[config.mk]
export PLATFORM = sky130hd
export DESIGN_NAME = irq_arbiter
export DESIGN_NICKNAME = d
export VERILOG_FILES = /design/src/rtl/irq_arb_pkg.sv /design/src/rtl/irq_nm_pick.sv /design/src/rtl/irq_mask_pick.sv /design/src/rtl/irq_ccr_regs.sv /design/src/rtl/irq_arbiter.sv
export SDC_FILE = /design/constraint.sdc
export NUM_CORES = 1
export LEC_CHECK = 0
export BUFFER_PORTS_ARGS = -buffer_cell sky130_fd_sc_hd__buf_4
export CORE_MARGIN = 4
export CORE_UTILIZATION = 45
export CTS_CLUSTER_DIAMETER = 30
export DETAILED_ROUTE_END_ITERATION = 8
export PLACE_DENSITY = 0.91
export REMOVE_ABC_BUFFERS = 1
export SLEW_MARGIN = 10
export SYNTH_ARGS = -nofsm -noshare
export SYNTH_HDL_FRONTEND = slang
export SYNTH_HIERARCHICAL = 1
export SYNTH_SLANG_ARGS = --single-unit
[constraint.sdc]
create_clock -name clk -period 4.96 [get_ports clk]
set_clock_uncertainty 0.1 [all_clocks]
set_input_delay 0.496 -clock clk [delete_from_list [all_inputs] [get_ports clk]]
set_output_delay 0.496 -clock clk [all_outputs]
set_load 0.05 [all_outputs]
[src/rtl/irq_arb_pkg.sv]
// Shared vector encodings for the interrupt arbiter.
// Assumes vector 0 means "no interrupt" and that the maskable vectors start after the traps.
package irq_arb_pkg;
    localparam int VEC_NONE  = 0;
    localparam int VEC_HP    = 1;
    localparam int VEC_ILL   = 2;
    localparam int VEC_SWT   = 3;
    localparam int VEC_MBASE = 4;
endpackage

[src/rtl/irq_nm_pick.sv]
// Fixed-order picker for the non-maskable sources.
// Assumes the high-priority pin is gated by X and that the traps ignore every mask.
module irq_nm_pick
    import irq_arb_pkg::*;
#(
    parameter int VECW = 5
) (
    input  logic            hp_req,
    input  logic            x_mask,
    input  logic            illop_req,
    input  logic            swtrap_req,
    output logic            hit,
    output logic [VECW-1:0] code
);
    // Select the highest ranked non-maskable request.
    always_comb begin
        hit  = 1'b1;
        code = VECW'(VEC_NONE);
        if (hp_req && !x_mask)  code = VECW'(VEC_HP);
        else if (illop_req)     code = VECW'(VEC_ILL);
        else if (swtrap_req)    code = VECW'(VEC_SWT);
        else                    hit  = 1'b0;
    end
endmodule

[src/rtl/irq_mask_pick.sv]
// Priority picker for the maskable sources, with single-source promotion.
// Assumes N_SRC <= 2**PSW. A select value with no matching source promotes nothing.
module irq_mask_pick #(
    parameter int N_SRC = 13,
    parameter int PSW   = 4,
    parameter int IDXW  = 4
) (
    input  logic [N_SRC-1:0] flag,
    input  logic [N_SRC-1:0] en,
    input  logic             blocked,
    input  logic [PSW-1:0]   psel,
    output logic             hit,
    output logic [IDXW-1:0]  idx
);
    localparam int PADW = 1 << PSW;

    logic [N_SRC-1:0] pend;
    logic [PADW-1:0]  pend_pad;

    // A source pends only when its flag and enable are both set and I is clear.
    for (genvar g = 0; g < N_SRC; g++) begin : g_pend
        assign pend[g] = flag[g] & en[g] & ~blocked;
    end

    assign pend_pad = PADW'(pend);

    // Promoted source first, otherwise the lowest index wins.
    always_comb begin
        hit = |pend;
        idx = '0;
        for (int k = N_SRC - 1; k >= 0; k--) begin
            if (pend[k]) idx = IDXW'(k);
        end
        if (pend_pad[psel]) idx = IDXW'(psel);
    end
endmodule

[src/rtl/irq_ccr_regs.sv]
// Holds the I and X mask bits and the priority-select register.
// Assumes the control pulses last one cycle. Only reset and a take of the pin vector can set X.
module irq_ccr_regs #(
    parameter int PSW = 4
) (
    input  logic           clk,
    input  logic           rst_n,
    input  logic           take_now,
    input  logic           take_hp,
    input  logic           rti,
    input  logic           rti_i,
    input  logic           rti_x,
    input  logic           set_i,
    input  logic           clr_i,
    input  logic           clr_x,
    input  logic           psel_wr,
    input  logic [PSW-1:0] psel_data,
    output logic           i_q,
    output logic           x_q,
    output logic [PSW-1:0] psel_q
);
    // Global mask: entry, then return, then explicit set, then explicit clear.
    always_ff @(posedge clk) begin
        if (!rst_n)        i_q <= 1'b1;
        else if (take_now) i_q <= 1'b1;
        else if (rti)      i_q <= rti_i;
        else if (set_i)    i_q <= 1'b1;
        else if (clr_i)    i_q <= 1'b0;
    end

    // Pin mask: hardware sets it, software and returns may only clear it.
    always_ff @(posedge clk) begin
        if (!rst_n)       x_q <= 1'b1;
        else if (take_hp) x_q <= 1'b1;
        else if (rti)     x_q <= x_q & rti_x;
        else if (clr_x)   x_q <= 1'b0;
    end

    // Priority select accepts writes only while I is set.
    always_ff @(posedge clk) begin
        if (!rst_n)                psel_q <= '0;
        else if (psel_wr && i_q)   psel_q <= psel_data;
    end
endmodule

[src/rtl/irq_arbiter.sv]
// Top of the interrupt arbiter. Combines the two pickers, registers the winner
// at an instruction boundary, and updates the mask bits.
// Assumes the core samples take/vec one cycle after it raised boundary.
module irq_arbiter
    import irq_arb_pkg::*;
#(
    parameter int N_SRC = 13,
    parameter int PSW   = 4,
    parameter int VECW  = $clog2(N_SRC + VEC_MBASE)
) (
    input  logic             clk,
    input  logic             rst_n,
    input  logic             boundary,
    input  logic             hp_req,
    input  logic             illop_req,
    input  logic             swtrap_req,
    input  logic [N_SRC-1:0] src_flag,
    input  logic [N_SRC-1:0] src_en,
    input  logic             rti,
    input  logic             rti_i,
    input  logic             rti_x,
    input  logic             set_i,
    input  logic             clr_i,
    input  logic             clr_x,
    input  logic             psel_wr,
    input  logic [PSW-1:0]   psel_data,
    output logic             take,
    output logic [VECW-1:0]  vec,
    output logic             i_mask,
    output logic             x_mask
);
    localparam int IDXW = (N_SRC > 1) ? $clog2(N_SRC) : 1;

    logic            nm_hit, m_hit, take_now, take_hp;
    logic [VECW-1:0] nm_code, win_vec;
    logic [IDXW-1:0] m_idx;
    logic [PSW-1:0]  psel_q;
    logic            take_q;
    logic [VECW-1:0] vec_q;

    irq_nm_pick #(.VECW(VECW)) u_nm (
        .hp_req(hp_req), .x_mask(x_mask), .illop_req(illop_req),
        .swtrap_req(swtrap_req), .hit(nm_hit), .code(nm_code)
    );

    irq_mask_pick #(.N_SRC(N_SRC), .PSW(PSW), .IDXW(IDXW)) u_mask (
        .flag(src_flag), .en(src_en), .blocked(i_mask),
        .psel(psel_q), .hit(m_hit), .idx(m_idx)
    );

    // Non-maskable winner outranks any maskable winner.
    always_comb begin
        if (nm_hit)     win_vec = nm_code;
        else if (m_hit) win_vec = VECW'(VEC_MBASE) + VECW'(m_idx);
        else            win_vec = VECW'(VEC_NONE);
    end

    assign take_now = boundary && (nm_hit || m_hit);
    assign take_hp  = take_now && nm_hit && (nm_code == VECW'(VEC_HP));

    irq_ccr_regs #(.PSW(PSW)) u_ccr (
        .clk(clk), .rst_n(rst_n), .take_now(take_now), .take_hp(take_hp),
        .rti(rti), .rti_i(rti_i), .rti_x(rti_x), .set_i(set_i),
        .clr_i(clr_i), .clr_x(clr_x), .psel_wr(psel_wr),
        .psel_data(psel_data), .i_q(i_mask), .x_q(x_mask), .psel_q(psel_q)
    );

    // Register strobe and vector; both idle at zero when nothing is taken.
    always_ff @(posedge clk) begin
        if (!rst_n || !take_now) begin
            take_q <= 1'b0;
            vec_q  <= '0;
        end else begin
            take_q <= 1'b1;
            vec_q  <= win_vec;
        end
    end

    assign take = take_q;
    assign vec  = vec_q;
endmodule

-- Yosys cells after proc, flatten, opt, wreduce, memory -nomap -nowiden
Cells that the tools add are included.
- word-level logic and storage cells: 82
- output and inout port bits: 8
- input bits: 43
- bits in registers: 12
- reduce and logical (&&, ||, !) cells: 15
- mux-type cells: 30
- bitwise operators: 29
- add/sub/neg operators: 1
- eq/ne operators: 1
- magnitude comparators: 1
- operators with widths (cell ; number):
    2-to-1 mux 4 bit ; 14
    AND 1 bit ; 27
    2-to-1 mux 5 bit ; 4
    OR reduction 13 bit ; 1
    2-to-1 mux 1 bit ; 10
    adder 3 x 4 -> 5 bit (first input constant) ; 1
    equality test 5 x 1 -> 1 bit (second input constant) ; 1
    logical AND 1 bit ; 5
    < comparator 4 x 5 -> 1 bit (second input constant) ; 1
    binary-select mux 1 bit (select 4 bit) ; 1
    OR reduction 2 bit ; 2
    logical NOT 1 bit ; 3
    nonzero test 3 bit ; 1
    logical OR 1 bit ; 2
    2-to-1 mux 2 bit ; 1
    inverter 1 bit ; 2
    nonzero test 2 bit ; 1

-- Logic depth before layout (Yosys ltp)
Gate-level depths: netlist of the first run.
- depth in word-level cells: 19
- gate-level depth with buffers: 8
- depth with buffers taken out: 8

-- Cells and area by module
The synthesis of the first run kept the hierarchy.
- by module, submodules not included (module ; instances ; cells each ; sequential area each (sq um) ; area an instance (sq um)):
    irq_mask_pick ; 1 ; 61 ; 0.0 ; 426.7
    irq_arbiter ; 1 ; 28 ; 120.1 ; 261.5
    irq_ccr_regs ; 1 ; 28 ; 120.1 ; 229.0
    irq_nm_pick ; 1 ; 10 ; 0.0 ; 63.8

-- Least setup slack after synthesis of the first run
Ideal clock, no wire load.
- kind: register to register
- from: register u_ccr.i_q
- to: register vec_q[2] (netlist: vec[2])
- slack: 2432 ps
- setup time: 70 ps
- data required time: 4790 ps
- buffers on the path: 0
- clock period less this slack: 2528 ps
- arrival: 2358 ps
- cell stages (with the launch flop): 8
- cell sequence: dfxtp_1 > nor2_1 > a311oi_1 > a21oi_2 > a31oi_4 > mux2_4 > or3b_1 > a21oi_1
- longest elaborated chain between the ends: 19
- elaborated cells on any way between the ends: 38
- those cells by class: add/sub: 1; mux: 18; bitwise: 14; reduce/logical: 5
- RTL lines (element ; line ; RTL):
    from (decl) ; irq_ccr_regs.sv:18 ; output logic i_q,
    from (signal assigned) ; irq_ccr_regs.sv:26 ; else if (rti) i_q <= rti_i;
    inverter 1 bit (*) ; irq_mask_pick.sv:22 ; assign pend[g] = flag[g] & en[g] & ~blocked;
    AND 1 bit ; irq_mask_pick.sv:22 ;
    2-to-1 mux 4 bit (13 in series) ; irq_mask_pick.sv:32 ; if (pend[k]) idx = IDXW'(k);
    2-to-1 mux 4 bit (*) ; irq_mask_pick.sv:34 ; if (pend_pad[psel]) idx = IDXW'(psel);
    named net m_idx[2] ; irq_arbiter.sv:36 ; logic [IDXW-1:0] m_idx;
    adder 3 x 4 -> 5 bit (*) ; irq_arbiter.sv:54 ; else if (m_hit) win_vec = VECW'(VEC_MBASE) + VECW'(m_idx);
    2-to-1 mux 5 bit (*) ; irq_arbiter.sv:54 ;
    2-to-1 mux 5 bit (*) ; irq_arbiter.sv:53 ; if (nm_hit) win_vec = nm_code;
    to (signal assigned) ; irq_arbiter.sv:75 ; vec_q <= win_vec;
    to (decl) ; irq_arbiter.sv:39 ; logic [VECW-1:0] vec_q;
The timed path passes the listed nets; every way through them passes the cells marked *. The select of a mux whose other input is x is not followed.
A chain may end at the register's enable or synchronous reset.

-- Worst setup path after layout of the first run
Same ends and word-level chain as after synthesis.

==> summary.txt, run 1 <==
Flow run
  • Max_cap viols: 0

Setup path
  • CP Launch Type: flip-flop
  • WP data required: 5.06 ns
  • CP endpoint kind: flip-flop
  • Worst endpoint data arrival time: 2.71 ns
  • Worst r2r path cells: 7
  • FF-to-FF Start: u_ccr/i_q
  • Flop2flop setup slack: 2.36 ns
  • Reg-to-Reg End: vec[2]
  • CP Class: reg2reg
  • Crit Path Max Fanout: 21

Finish
  • Fillers: 164
  • Most frequent cells in the layout: 50 x buf_4, 26 x nand2_1, 15 x a21oi_1
  • Commonest non-fill, non-tap cell in the layout: buf_4
  • Final nets: 223
  • Antenna cells: 0
  • Share of post-route cells with drive strength above 1: 36.16%
  • Post-Layout Inst Area: 0.001381 sq mm
  • Area growth syn-to-layout: 40.82%

Global route
  • Largest net degree at the start of global routing: 22
  • Total gr overflow: 0
  • M3 GR Usage: 3.815%
  • Initial antenna violation count: 0
  • GRT Util Overall: 20.32%
  • Top Usage Layer GRT: met2
  • First-pass GRT wire length: 4443 microns
  • Met1 usage: 23.65%
  • Routing usage on met2: 35.83%
  • Vias in the first global route: 1093

Placed design
  • Gpl congestion: 0.8551
  • Placed cell area: 0.001359 sq mm
  • Post-place setup slack: 2.392 ns
  • Buffers on Ports: 50
  • Dpl hpwl: 2222 microns

Yosys
  • Synth Register Bits: 12
  • Post-synth EDFFs: 0
  • Cell variety after synth: 47
  • Synth warnings: 6
  • Post-Syn Area: 980.9 sq um
  • Most used flip-flop cell after synthesis: dfxtp_1
  • Syn Inst Count: 127
  • Asr flop ratio synth: 0%
  • Seq/Total Area, Yosys: 24.49%
  • Syn Area/Cell: 7.724 sq um

Clocking
  • CTS tree: done
  • Cts hold-fix bufs: 0
  • Post_cts resized: 0
  • Clock Tree Root: clkbuf_4
  • Max Root-Sink Buffers: 2
  • Worst-Skew Late Latency: 0.27 ns
  • Setup Fix Bufs, Post-CTS: 0
  • Cts bufs inserted: 3
  • CTS clk-pin slew, worst paths: 0.07 ns
  • H-tree depth: 1
  • CTS Sinks: 12

STA
  • Worst-margin pin slew: 0.6623 ns
  • Final slew viol count: 0
  • Unrepaired setup endpoints after global routing: false
  • Max Freq: 384.0 MHz
  • Max_slew headroom: 55.79%
  • Final period util: 52.51%
  • Setup violators final: 0
  • Final hold vios: 0
  • Total negative setup slack: 0 ns
  • Minimum clock period: 2.604 ns
  • Final Worst Setup Slack: 2.356 ns

Die
  • Die height: 54.69 microns
  • Row count: 16
  • Core Box Area: 0.002022 sq mm
  • DIE WIDTH: 54.69 microns
  • DIE AREA: 0.002991 sq mm
  • Initial core utilization: 48.51%
  • Boundary pin count: 51

Pwr
  • Internal power: 0.1775 mW
  • Comb pwr share: 36.5%
  • Reg power frac: 41.2%
  • VDD IR max: 128.7 uV
  • Leakage: 0.6463 nW
  • P_sw: 0.08491 mW
  • Power per cell area: 190.0 mW/mm^2
  • Proportion of power drawn by the clock network: 22.3%
  • Switching share of power: 32.36%

Routing
  • Drt via density: 5.676
  • Routed Antenna Nets: 0
  • Via count: 1158
  • Drt first pass iters: 4
  • Post-Route WL: 2717 microns
  • Iter 0 DRT Violations: 47
  • Number of remaining DRC errors: 0
  • Avg WL per Cell: 13.32 microns

Hold path
  • Worst hold start: rst_n
  • Hold path depth: 2
  • Worst hold path class: in2reg
  • WHS Endpoint: take

Run status
  • Status: finished, final reports clean
critical path, cell delays in order, from the launching register on:
cell and delay [ns]:
dfxtp_1 0.75, nor2_1 0.15, a311oi_1 0.31, o31ai_1 0.16, a31oi_4 0.26, mux2_4 0.33
or3b_1 0.35, a21oi_1 0.14
routing by layer:
| metal | up-vias | routed length, microns |
|---|---|---|
| met5 | - | 0 |
| met1 | 530 | 1160 |
| met4 | 0 | 25 |
| met2 | 57 | 1318 |
| li1 | 569 | - |
| met3 | 2 | 213 |
worst max path at each step:
stage	from	end	slack, ns	cells after the start
after floorplan	u_ccr/i_q	vec[2]	2.28	7
after global placement	u_ccr/i_q	vec[3]	2.51	8
after detailed placement	u_ccr/i_q	vec[2]	2.39	7
after CTS	u_ccr/i_q	vec[2]	2.39	7
after global routing	u_ccr/i_q	vec[3]	2.16	8
final	u_ccr/i_q	vec[2]	2.36	7
area by class of cell:
| cell class | instances | area [sq um] | share of cell area [%] |
|---|---|---|---|
| clock buffer | 3 | 22.52 | 1.630 |
| inverter | 4 | 15.01 | 1.087 |
| multi-input combinational | 108 | 694.4 | 50.27 |
| sequential | 12 | 240.2 | 17.39 |
| tap | 27 | 33.78 | 2.446 |
| timing repair buffer | 50 | 375.4 | 27.17 |
stage by stage:
stage	hold WS [ns]	utilization [%]	cells	power (mW)
floorplan	0.3567	-	124	0.1615
global placement	0.3795	67.20	201	0.2018
detailed placement	0.3819	67.20	201	0.2049
CTS	0.3610	68.32	204	0.2628
global route	0.3760	68.32	204	0.2773
finish	0.3586	68.32	204	0.2624
cells in the mapped netlist (2+ instances only):
library cell	count	area share [%]
a21oi_1	15	7.7
a22o_1	2	1.8
a311oi_1	2	1.8
a31oi_1	2	1.3
and2_1	2	1.3
and2b_1	2	1.5
buf_4	3	2.3
dfxtp_1	12	24
inv_1	2	0.77
inv_2	2	0.77
mux2i_1	2	2.0
nand2_1	26	9.9
nand2b_1	2	1.3
nand3_1	5	2.6
nand3b_1	4	3.1
nand4b_1	2	1.8
nor2_1	5	1.9
o21a_1	2	1.5
o21ai_0	4	2.0
o21bai_1	2	1.5
o31ai_1	2	1.5
or3_1	2	1.3
power groups by stage:
stage                     Clock (mW)  Sequential [mW]  Combinational (mW)
final                         0.0584            0.108              0.0957
after global routing          0.0640            0.109               0.104
after CTS                     0.0598            0.108              0.0949
after detailed placement           0            0.110              0.0945
after global placement             0            0.110              0.0919
after floorplan                    0            0.121              0.0408
flip-flops by register name, indices dropped and copies added, names as in the netlist:
register and count:
take 1, u_ccr/i_q 1, u_ccr/psel_q 4, u_ccr/x_q 1
vec 5
cell families after synthesis:
family          synth area share (%)
mux                            5.867
buf+inv                        5.485
compound gates                 30.99
other cells                   0.3823
flops                          24.49
simple gates                   31.50
fa+ha+maj                      1.275
Note: power is estimated with default switching activity, not from simulation.
==> run 2: changes to the inputs <==
- CORE_UTILIZATION: 45 -> 44
- PLACE_DENSITY: 0.91 -> 0.89
- clock period: 4.96 -> 2.5 ns (I/O delays scaled with it)
==> run 2 against run 1 <==
- largest power group unchanged
- via count decreased by 2.3%
- critical path depth increased by 1
- power increased by 99%
- sequential cell count unchanged
- sequential power increased by 96%
- critical path type unchanged
- cell area increased by 1.1%
- combinational power increased by 100%
- register-to-register slack got worse by 2.2 ns
- worst setup slack got worse by 2.2 ns
==> summary.txt, run 2 (same netlist as run 1, synthesis figures left out) <==
Setup path
  • CP Capture Point: vec[3]
  • Max incr delay on CP: 0.46 ns (-0.29 ns)
  • Reg-to-Reg End: vec[3]
  • Worst endpoint data arrival time: 2.41 ns (-0.30 ns)
  • CP Class: reg2reg
  • CP max-delay cell: dfxtp_1
  • FF-to-FF Start: u_ccr/i_q
  • Crit path cell chain: nor2_1, a311oi_1, a21oi_2, a31oi_4, mux2_4, ha_1, nand3b_1, a21oi_1
  • Crit Path Max Fanout: 9 (-57%)
  • CP Launch Type: flip-flop
  • WP data required: 2.60 ns (-2.46 ns)
  • Worst setup path startpoint: u_ccr/i_q
  • CP endpoint kind: flip-flop
  • Worst r2r path cells: 8 (+1)
  • Flop2flop setup slack: 0.19 ns (-2.16 ns)

Hold path
  • Worst hold path class: in2reg

Clocking
  • Max Root-Sink Buffers: 2 (unchanged)
  • Cts bufs inserted: 3 (unchanged)
  • Setup Fix Bufs, Post-CTS: 0 (unchanged)
  • H-tree depth: 1 (unchanged)
  • Post_cts resized: 0 (unchanged)
  • CTS tree: done
  • CTS clk-pin slew, worst paths: 0.07 ns (about the same)
  • Cts hold-fix bufs: 0 (unchanged)
  • Worst-Skew Late Latency: 0.27 ns (about the same)
  • CTS Sinks: 12 (unchanged)
  • Clock Tree Root: clkbuf_4

Die
  • Boundary pin count: 51 (unchanged)
  • DIE AREA: 0.003049 sq mm (+1.9%)
  • Row count: 16 (unchanged)
  • DIE WIDTH: 55.22 microns (+0.96%)
  • Die height: 55.22 microns (+0.96%)
  • Initial core utilization: 48.04% (-0.48 points)
  • Core Box Area: 0.002042 sq mm (+0.99%)

Finish
  • Reg area: 240.2 sq um (unchanged)
  • Commonest non-fill, non-tap cell in the layout: buf_4
  • Footprint of the multi-input gates: 694.4 sq um (unchanged)
  • Most frequent cells in the layout: 52 x buf_4, 26 x nand2_1, 15 x a21oi_1
  • Share of post-route cells with drive strength above 1: 36.87% (+0.71 points)
  • Max reg flops: 5 (unchanged)
  • Antenna cells: 0 (unchanged)
  • Fillers: 185 (+13%)
  • Final nets: 225 (+0.90%)
  • Area growth syn-to-layout: 42.35%
  • Finished Core Util: 68.38% (about the same)

Routing
  • Post-Route WL: 2812 microns (+3.5%)
  • Drt first pass iters: 4 (unchanged)
  • Avg WL per Cell: 13.65 microns (+2.5%)
  • Routed Antenna Nets: 0 (unchanged)
  • Number of remaining DRC errors: 0 (unchanged)
  • Via count: 1131 (-2.3%)
  • Drt via density: 5.490 (-3.3%)
  • Iter 0 DRT Violations: 49 (+4.3%)

STA
  • Final slew viol count: 0 (unchanged)
  • Total negative setup slack: 0 ns (unchanged)
  • Hold WS: 0.1159 ns (-0.2427 ns)
  • Unrepaired setup endpoints after global routing: false
  • Final period util: 92.37% (+40 points)
  • Minimum clock period: 2.309 ns (-0.2952 ns)
  • Max Freq: 433.1 MHz (+13%)
  • Setup violators final: 0 (unchanged)
  • Final hold vios: 0 (unchanged)

Global route
  • Largest net degree at the start of global routing: 12 (-45%)
  • GRT Util Overall: 18.78% (-1.5 points)
  • Initial antenna violation count: 0 (unchanged)
  • First-pass GRT wire length: 4795 microns (+7.9%)
  • Vias in the first global route: 1110 (+1.6%)
  • Total gr overflow: 0 (unchanged)

Pwr
  • Overall power: 0.5219 mW (+99%)
  • Power per cell area: 373.8 mW/mm^2 (+97%)
  • VDD IR max: 241.0 uV (+87%)
  • Leakage: 0.6548 nW (+1.3%)

Placed design
  • Dpl hpwl: 2318 microns (+4.3%)
  • Gpl congestion: 0.8584 (+0.39%)
  • Buffers on Ports: 50 (unchanged)

Flow run
  • Max_cap viols: 0 (unchanged)

Run status
  • Status: finished, final reports clean
==> run 2: cell count changes in the layout (fill, tap and decap cells not counted) <==
| cell | delta |
|---|---|
| buf_4 | +2 |
==> run 2: final cells by class <==
type	count	share of cell area [%]
inverter	4	1.075
sequential	12	17.20
tap	27	2.419
timing repair buffer	52	27.96
clock buffer	3	1.613
multi-input combinational	108	49.73
==> run 2: through the flow <==
stage	std cells	instance area (sq um)	setup slack (ns)
after floorplan	124	949.7	-0.1754
after global placement	203	1374	0.2536
after detailed placement	203	1374	0.2341
after CTS	206	1396	0.2195
after global routing	206	1396	0.09817
final	206	1396	0.1909
==> run 2: worst max-delay path, delay by kind of cell (launching register included) <==
kind / cells / cell delay, ns
multiplexers: 1 / 0.33
flip-flops: 1 / 0.46
AND/OR/NAND/NOR: 2 / 0.19
adder cells (fa/ha/maj): 1 / 0.28
AO/OA/AOI/OAI: 4 / 0.89
==> run 2: how the worst min path moves through the flow <==
stage                     depth (start not counted)            start               to
after floorplan                                   1            rst_n             take
after global placement                            2  u_ccr/psel_q[3]  u_ccr/psel_q[3]
after detailed placement                          2            rst_n             take
after CTS                                         2            rst_n             take
after global routing                              2            rst_n             take
final                                             2            rst_n             take
==> run 2: where the power goes <==
group | internal [mW] | switching (mW) | leakage, nW
logic | 0.0969 | 0.0991 | 0.542
registers | 0.202 | 0.0104 | 0.0988
clock network | 0.0556 | 0.0582 | 0.0138
==> run 2: per-layer routing <==
metal	global-route usage, %	vias up	share of wire (%)
met3	4.429	2	8.3
met4	5.208	0	0.32
met2	34.12	54	49
li1	-	575	-
met1	21.67	500	42
met5	0	-	0
